==> src/rtl/mc_ctrl_fsm.sv <==
module mc_ctrl_fsm #(
  parameter int OP_W = 6,
  parameter logic [OP_W-1:0] OP_LOAD = 6'd35,
  parameter logic [OP_W-1:0] OP_STORE = 6'd43
) (
  input  logic            clk,
  input  logic            rst,
  input  logic [OP_W-1:0] opcode,
  output logic            pc_we,
  output logic            ir_we,
  output logic            mem_we,
  output logic            reg_we,
  output logic            alu_a_sel,
  output logic [1:0]      alu_b_sel,
  output logic [1:0]      alu_op,
  output logic            pc_src,
  output logic            dst_sel
);
  localparam int ST_W = 3;
  localparam int CW_W = 11;
  localparam logic [ST_W-1:0] S_FETCH = 3'd0;
  localparam logic [ST_W-1:0] S_DEC   = 3'd1;
  localparam logic [ST_W-1:0] S_ST1   = 3'd2;
  localparam logic [ST_W-1:0] S_ST2   = 3'd3;
  localparam logic [ST_W-1:0] S_LD1   = 3'd4;
  localparam logic [ST_W-1:0] S_LD2   = 3'd5;
  localparam logic [ST_W-1:0] S_LD3   = 3'd6;

  logic [ST_W-1:0] state, nxt;
  logic [CW_W-1:0] ctrl;

  always_ff @(posedge clk) begin
    if (rst) state <= S_FETCH;
    else     state <= nxt;
  end

  always_comb begin
    case (state)
      S_FETCH: nxt = S_DEC;
      S_DEC: begin
        if (opcode == OP_LOAD)       nxt = S_LD1;
        else if (opcode == OP_STORE) nxt = S_ST1;
        else                         nxt = S_FETCH;
      end
      S_ST1:   nxt = S_ST2;
      S_LD1:   nxt = S_LD2;
      S_LD2:   nxt = S_LD3;
      default: nxt = S_FETCH;
    endcase
  end

  always_comb begin
    case (state)
      S_FETCH: ctrl = 11'b1100_0010_000;
      S_DEC:   ctrl = 11'b0000_0110_000;
      S_ST1,
      S_LD1,
      S_LD2:   ctrl = 11'b0000_1100_000;
      S_ST2:   ctrl = 11'b0010_1100_000;
      S_LD3:   ctrl = 11'b0001_1100_001;
      default: ctrl = '0;
    endcase
  end

  assign {pc_we, ir_we, mem_we, reg_we, alu_a_sel, alu_b_sel, alu_op, pc_src, dst_sel} = ctrl;
endmodule

==> config.mk <==
export PLATFORM = sky130hd
export DESIGN_NAME = mc_ctrl_fsm
export DESIGN_NICKNAME = d
export VERILOG_FILES = /design/src/rtl/mc_ctrl_fsm.sv
export SDC_FILE = /design/constraint.sdc
export NUM_CORES = 1
export LEC_CHECK = 0
export CAP_MARGIN = 20
export CORE_AREA = 5 5 42 44
export CTS_CLUSTER_SIZE = 25
export DETAILED_ROUTE_END_ITERATION = 7
export DIE_AREA = 0 0 47 49
export DONT_BUFFER_PORTS = 1
export SKIP_CTS_REPAIR_TIMING = 1
export SLEW_MARGIN = 15
export SYNTH_ARGS = -nofsm -noshare
export SYNTH_HDL_FRONTEND = slang
export SYNTH_SLANG_ARGS = --single-unit
export TNS_END_PERCENT = 50
==> constraint.sdc <==
create_clock -name clk -period 1.5 [get_ports clk]
set_input_delay 0.225 -clock clk [delete_from_list [all_inputs] [get_ports clk]]
set_output_delay 0.225 -clock clk [all_outputs]
set_load 0.02 [all_outputs]
Word level (Yosys, flattened, before mapping) --
Cells that the tools add are included.
Word-level totals: flip-flop bits (word level) 3, input bits 8, output and inout bits 11, logic and storage cells 15
Operators by class: equality and inequality tests 8, muxes and demuxes 4, reduce and logical (&&, ||, !) cells 2
Operators by type and width (count):
- 11-bit case mux with 5 select lines | 1
- 3-bit case mux with 5 select lines | 1
- 6-bit equality test (second input constant) | 2
- 3-bit equality test (second input constant) | 3
- 3-bit by 2-bit equality test with 1-bit output (second input constant) | 2
- 3-bit by 1-bit equality test with 1-bit output (second input constant) | 1
- 3-bit logical NOT | 1
- 3-bit 2-to-1 mux | 1
- 3-bit OR reduction | 1
- 2-bit 2-to-1 mux | 1

Longest topological paths before layout --
Gate-level depths: netlist (run 1).
depth after elaboration 4, gate-level depth with buffers 4, mapped depth without buffers 3

Worst setup path after synthesis (run 1) --
OpenSTA, ideal clock, no wires.
path kind register -> output, from register state[1], to output alu_b_sel[1], arrival time 1.308 ns, data required time 1.275 ns, path slack -0.033 ns, stages on the path, launching flop included 4, path buffers 1, cells stage by stage dfxtp_1 -> clkbuf_2 -> nor3_1 -> nor2_1
Between the ends: longest elaborated chain between the ends 3, elaborated cells on any way between the ends 9, classes of those cells eq/ne: 6; mux: 1; reduce/logical: 2
RTL lines:
- start, declared | RTL line 29 | logic [ST_W-1:0] state, nxt;
- start signal, assigned | RTL line 34 | else state <= nxt;
- 3-bit by 2-bit equality test with 1-bit output or 3-bit equality test (tied branches) | RTL line 53 | case (state)
- 3-bit OR reduction | RTL line 53
- 11-bit case mux with 5 select lines (*) | RTL line 53
- end, declared | RTL line 14 | output logic [1:0] alu_b_sel,
Every way passes the cells marked *; elsewhere a longest branch is shown, timed or not.

Worst setup path in the final report (run 1) --
from register state[1], to output alu_a_sel
Between the ends: longest elaborated chain between the ends 3, elaborated cells on any way between the ends 9, classes of those cells eq/ne: 6; mux: 1; reduce/logical: 2
RTL lines:
- 3-bit by 2-bit equality test with 1-bit output or 3-bit equality test (tied branches) | RTL line 53
- 3-bit OR reduction | RTL line 53
- 11-bit case mux with 5 select lines (*) | RTL line 53
- end, declared | RTL line 13 | output logic alu_a_sel,
Marks and branches as above.

==> results.py, run 1 <==
metrics = {
    "run_status": {
        "status": "completed",
    },
    "detailed_routing": {
        "drt_pass1_iterations": 2,
        "drt_first_iter_violations": 2,
        "antenna_left": 0,
        "via_per_inst": 3.94,
        "detail_route.wl_per_cell_um": 9.88,
        "routed-via-count": 189,
        "drc": 0,
        "postRouteWirelength_um": 474,
    },
    "setup_path": {
        "worst_reg2reg_path_startpoint": "state[0]$_SDFF_PP0_",
        "r2r_setup_slack_ps": 520,
        "worst_case_reg_to_reg_path_depth": 3,
        "crit_fanout": 9,
        "end_kind": "output pin",
        "data_required_time_at_the_worst_endpoint_ps": 1270,
        "critPathLaunchType": "register",
        "arrival_time_of_the_worst_setup_path_ps": 1160,
        "reg2reg_to": "state[1]$_SDFF_PP0_",
        "path_class": "register to output pin",
    },
    "global_route": {
        "gr-usage-met3_pct": 4.43,
        "globalRoute.busiestLayer": "met1",
        "global_route_usage_over_all_layers_pct": 4.50,
        "grt_overflow_total": 0,
        "antenna_found_initial": 0,
        "grt_use_met2_pct": 3.17,
        "grt_start_max_net_pins": 10,
        "grt_pass1_wl_um": 676,
        "use_met1_pct": 6.14,
        "grt_pass1_vias": 173,
    },
    "timing": {
        "hold-worst-slack_ps": 60.8,
        "finClkSkew_ps": 0.453,
        "achievable-frequency_mhz": 723,
        "hold_viol": 0,
        "timing_max_transition_violations_final": 0,
        "final-setup-viol-count": 0,
        "setup_total_negative_slack_ps": 0,
        "post-route-min-period_ps": 1380,
        "postLayoutSetupSlackWorst_ps": 116,
        "grt_setup_unrepaired": "no",
        "timing.final.crit_share_pct": 92.3,
    },
    "yosys": {
        "post_synthesis_cell_count": 30,
        "post_synthesis_cell_type_count": 17,
        "post_synth_instance_area_um2": 226,
        "post_synth_main_area_contributors": "dfxtp_1, buf_4, nor2_1, a21oi_1, nor2b_4",
        "ys_seq_elements": 3,
        "syn_area_per_cell_um2": 7.55,
        "ys_seq_area_share_pct": 26.5,
        "synth_top_area_share_pct": 26.5,
        "netlist.top_cell.by_area": "dfxtp_1",
        "ys_warns": 0,
    },
    "clock_network": {
        "tritoncts.num_buffers": 3,
        "cts-root-to-sink-buffers": 2,
        "numClockSinks": 3,
        "clkLatencyLatePin_ps": 230,
        "cts.clk_slew.worst_paths_ps": 30,
        "number_of_levels_in_the_clock_h_tree": 1,
        "cts_tree": "built",
        "cts-root-buf": "clkbuf_4",
    },
    "pwr": {
        "leak_nw": 0.105,
        "clockPowerShare_pct": 54.0,
        "power.density_cell_area_nw_per_um2": 984,
        "power.sequential.fraction_pct": 33.9,
        "internal_power_mw": 0.192,
        "combinationalPowerShare_pct": 12.1,
        "power_switching_share_pct": 25.2,
        "peak_supply_drop_mv": 0.311,
        "power.net_switching_mw": 0.0644,
    },
    "min_path": {
        "hold_path_depth": 1,
        "holdCritStartpoint": "rst",
        "worst_hold_path.endpoint": "state[1]$_SDFF_PP0_",
        "worst_hold_path_type": "input pin to register",
    },
    "placed_design": {
        "buffer_ports.inserted": 0,
        "place.gp.congestion": 0.572,
        "dpl_worst_slack_ps": 347,
    },
    "finish": {
        "area_growth_syn_to_layout_pct": 14.9,
        "largest-register": "state",
        "fin_nets": 41,
        "largest_registers_in_the_final_layout": "state x3",
        "antenna-diode-count": 0,
        "number_of_flip_flops_under_the_largest_register_name": 3,
        "layout_cell_share_with_drive_strength_beyond_1_pct": 28.1,
    },
    "floorplanning": {
        "design.core.area_um2": 1400,
        "floorplan.die.width_um": 47,
        "die_height_um": 49,
        "initial_standard_cell_utilization_of_the_core_pct": 16.2,
        "design.die.area_um2": 2300,
        "i_o_pin_count": 19,
        "placement_rows": 14,
    },
    "run": {
        "drv_cap": 0,
    },
}
[cell families (layout without fill, tap and decap cells)]
| kind of cell | Yosys count | count (layout) | synth area share [%] |
|---|---|---|---|
| and+or+nand+nor | 15 | 15 | 40.9 |
| buffers and inverters | 7 | 7 | 21.0 |
| AOI/OAI and AO/OA | 4 | 4 | 9.94 |
| other | 1 | 3 | 1.66 |
| DFF | 3 | 3 | 26.5 |
[how the worst max path moves through the flow]
stage / cells past startpoint / from / slack (ps) / end
CTS: 2 / state[1]$_SDFF_PP0_ / 100 / alu_a_sel
finish: 2 / state[1]$_SDFF_PP0_ / 120 / alu_a_sel
global route: 2 / state[1]$_SDFF_PP0_ / 30 / alu_a_sel
floorplan: 4 / state[1]$_SDFF_PP0_ / 200 / reg_we
detailed placement: 2 / state[1]$_SDFF_PP0_ / 350 / alu_a_sel
global placement: 2 / state[1]$_SDFF_PP0_ / 380 / alu_b_sel[1]
[per-stage QoR]
stage / total power [mW] / area (µm²) / utilization [%] / instances
floorplan: 0.122 / 239 / - / 32
global placement: 0.119 / 234 / 16.7 / 44
detailed placement: 0.119 / 234 / 16.7 / 44
CTS: 0.264 / 260 / 18.6 / 48
global route: 0.275 / 260 / 18.6 / 48
finish: 0.256 / 260 / 18.6 / 48
[cell type report]
type,instances,area (µm²)
Multi-Input combinational cell,22,131
Sequential cell,3,60.1
Timing Repair Buffer,3,22.5
Clock buffer,4,26.3
Tap cell,16,20.0
Fill cell,166,1140
[power groups by stage]
| stage | combinational [mW] | sequential, mW | clock, mW |
|---|---|---|---|
| finish | 0.0309 | 0.0869 | 0.138 |
| global placement | 0.0311 | 0.0879 | 0 |
| CTS | 0.0309 | 0.0869 | 0.146 |
| floorplan | 0.0358 | 0.0865 | 0 |
| detailed placement | 0.0308 | 0.0881 | 0 |
| global route | 0.0333 | 0.0876 | 0.154 |
[cells in the mapped netlist (all sizes together)]
cell type  instances
dfxtp              3
nand4b             1
nand2              2
nor3b              1
nand4              1
nor3               1
and4bb             1
nor2b              1
conb               1
buf                6
a21oi              3
clkbuf             1
a211oi             1
nand2b             1
and3               1
nor2               5
[critical path, stage by stage, from the launching register on]
cell,delay [ps]
dfxtp_1,500
nor2_1,90
nor2_1,330
[routing by layer]
layer,routed length [µm],share of wire [%],vias up
met5,0,0,-
met3,105,22,0
li1,-,-,98
met4,0,0,0
met2,124,26,17
met1,244,51,74
[layout by cell type (no fill, tap or decap)]
cell type / n
nand2_1: 2
nand4_1: 1
nand2b_1: 1
clkbuf_4: 3
nor3b_1: 1
conb_1: 3
nor2_1: 5
and3_1: 1
a21oi_1: 3
dfxtp_1: 3
nand4b_1: 1
and4bb_2: 1
clkbuf_1: 1
nor3_2: 1
nor2b_4: 1
a211oi_1: 1
buf_4: 3
(Power assumes the default switching activity.)
==> run 2: changes to the inputs <==
SETUP_SLACK_MARGIN = 0.02   (was unset)
==> results of run 2 <==
The final DEF is identical to that of run 1; final timing and power are the same.
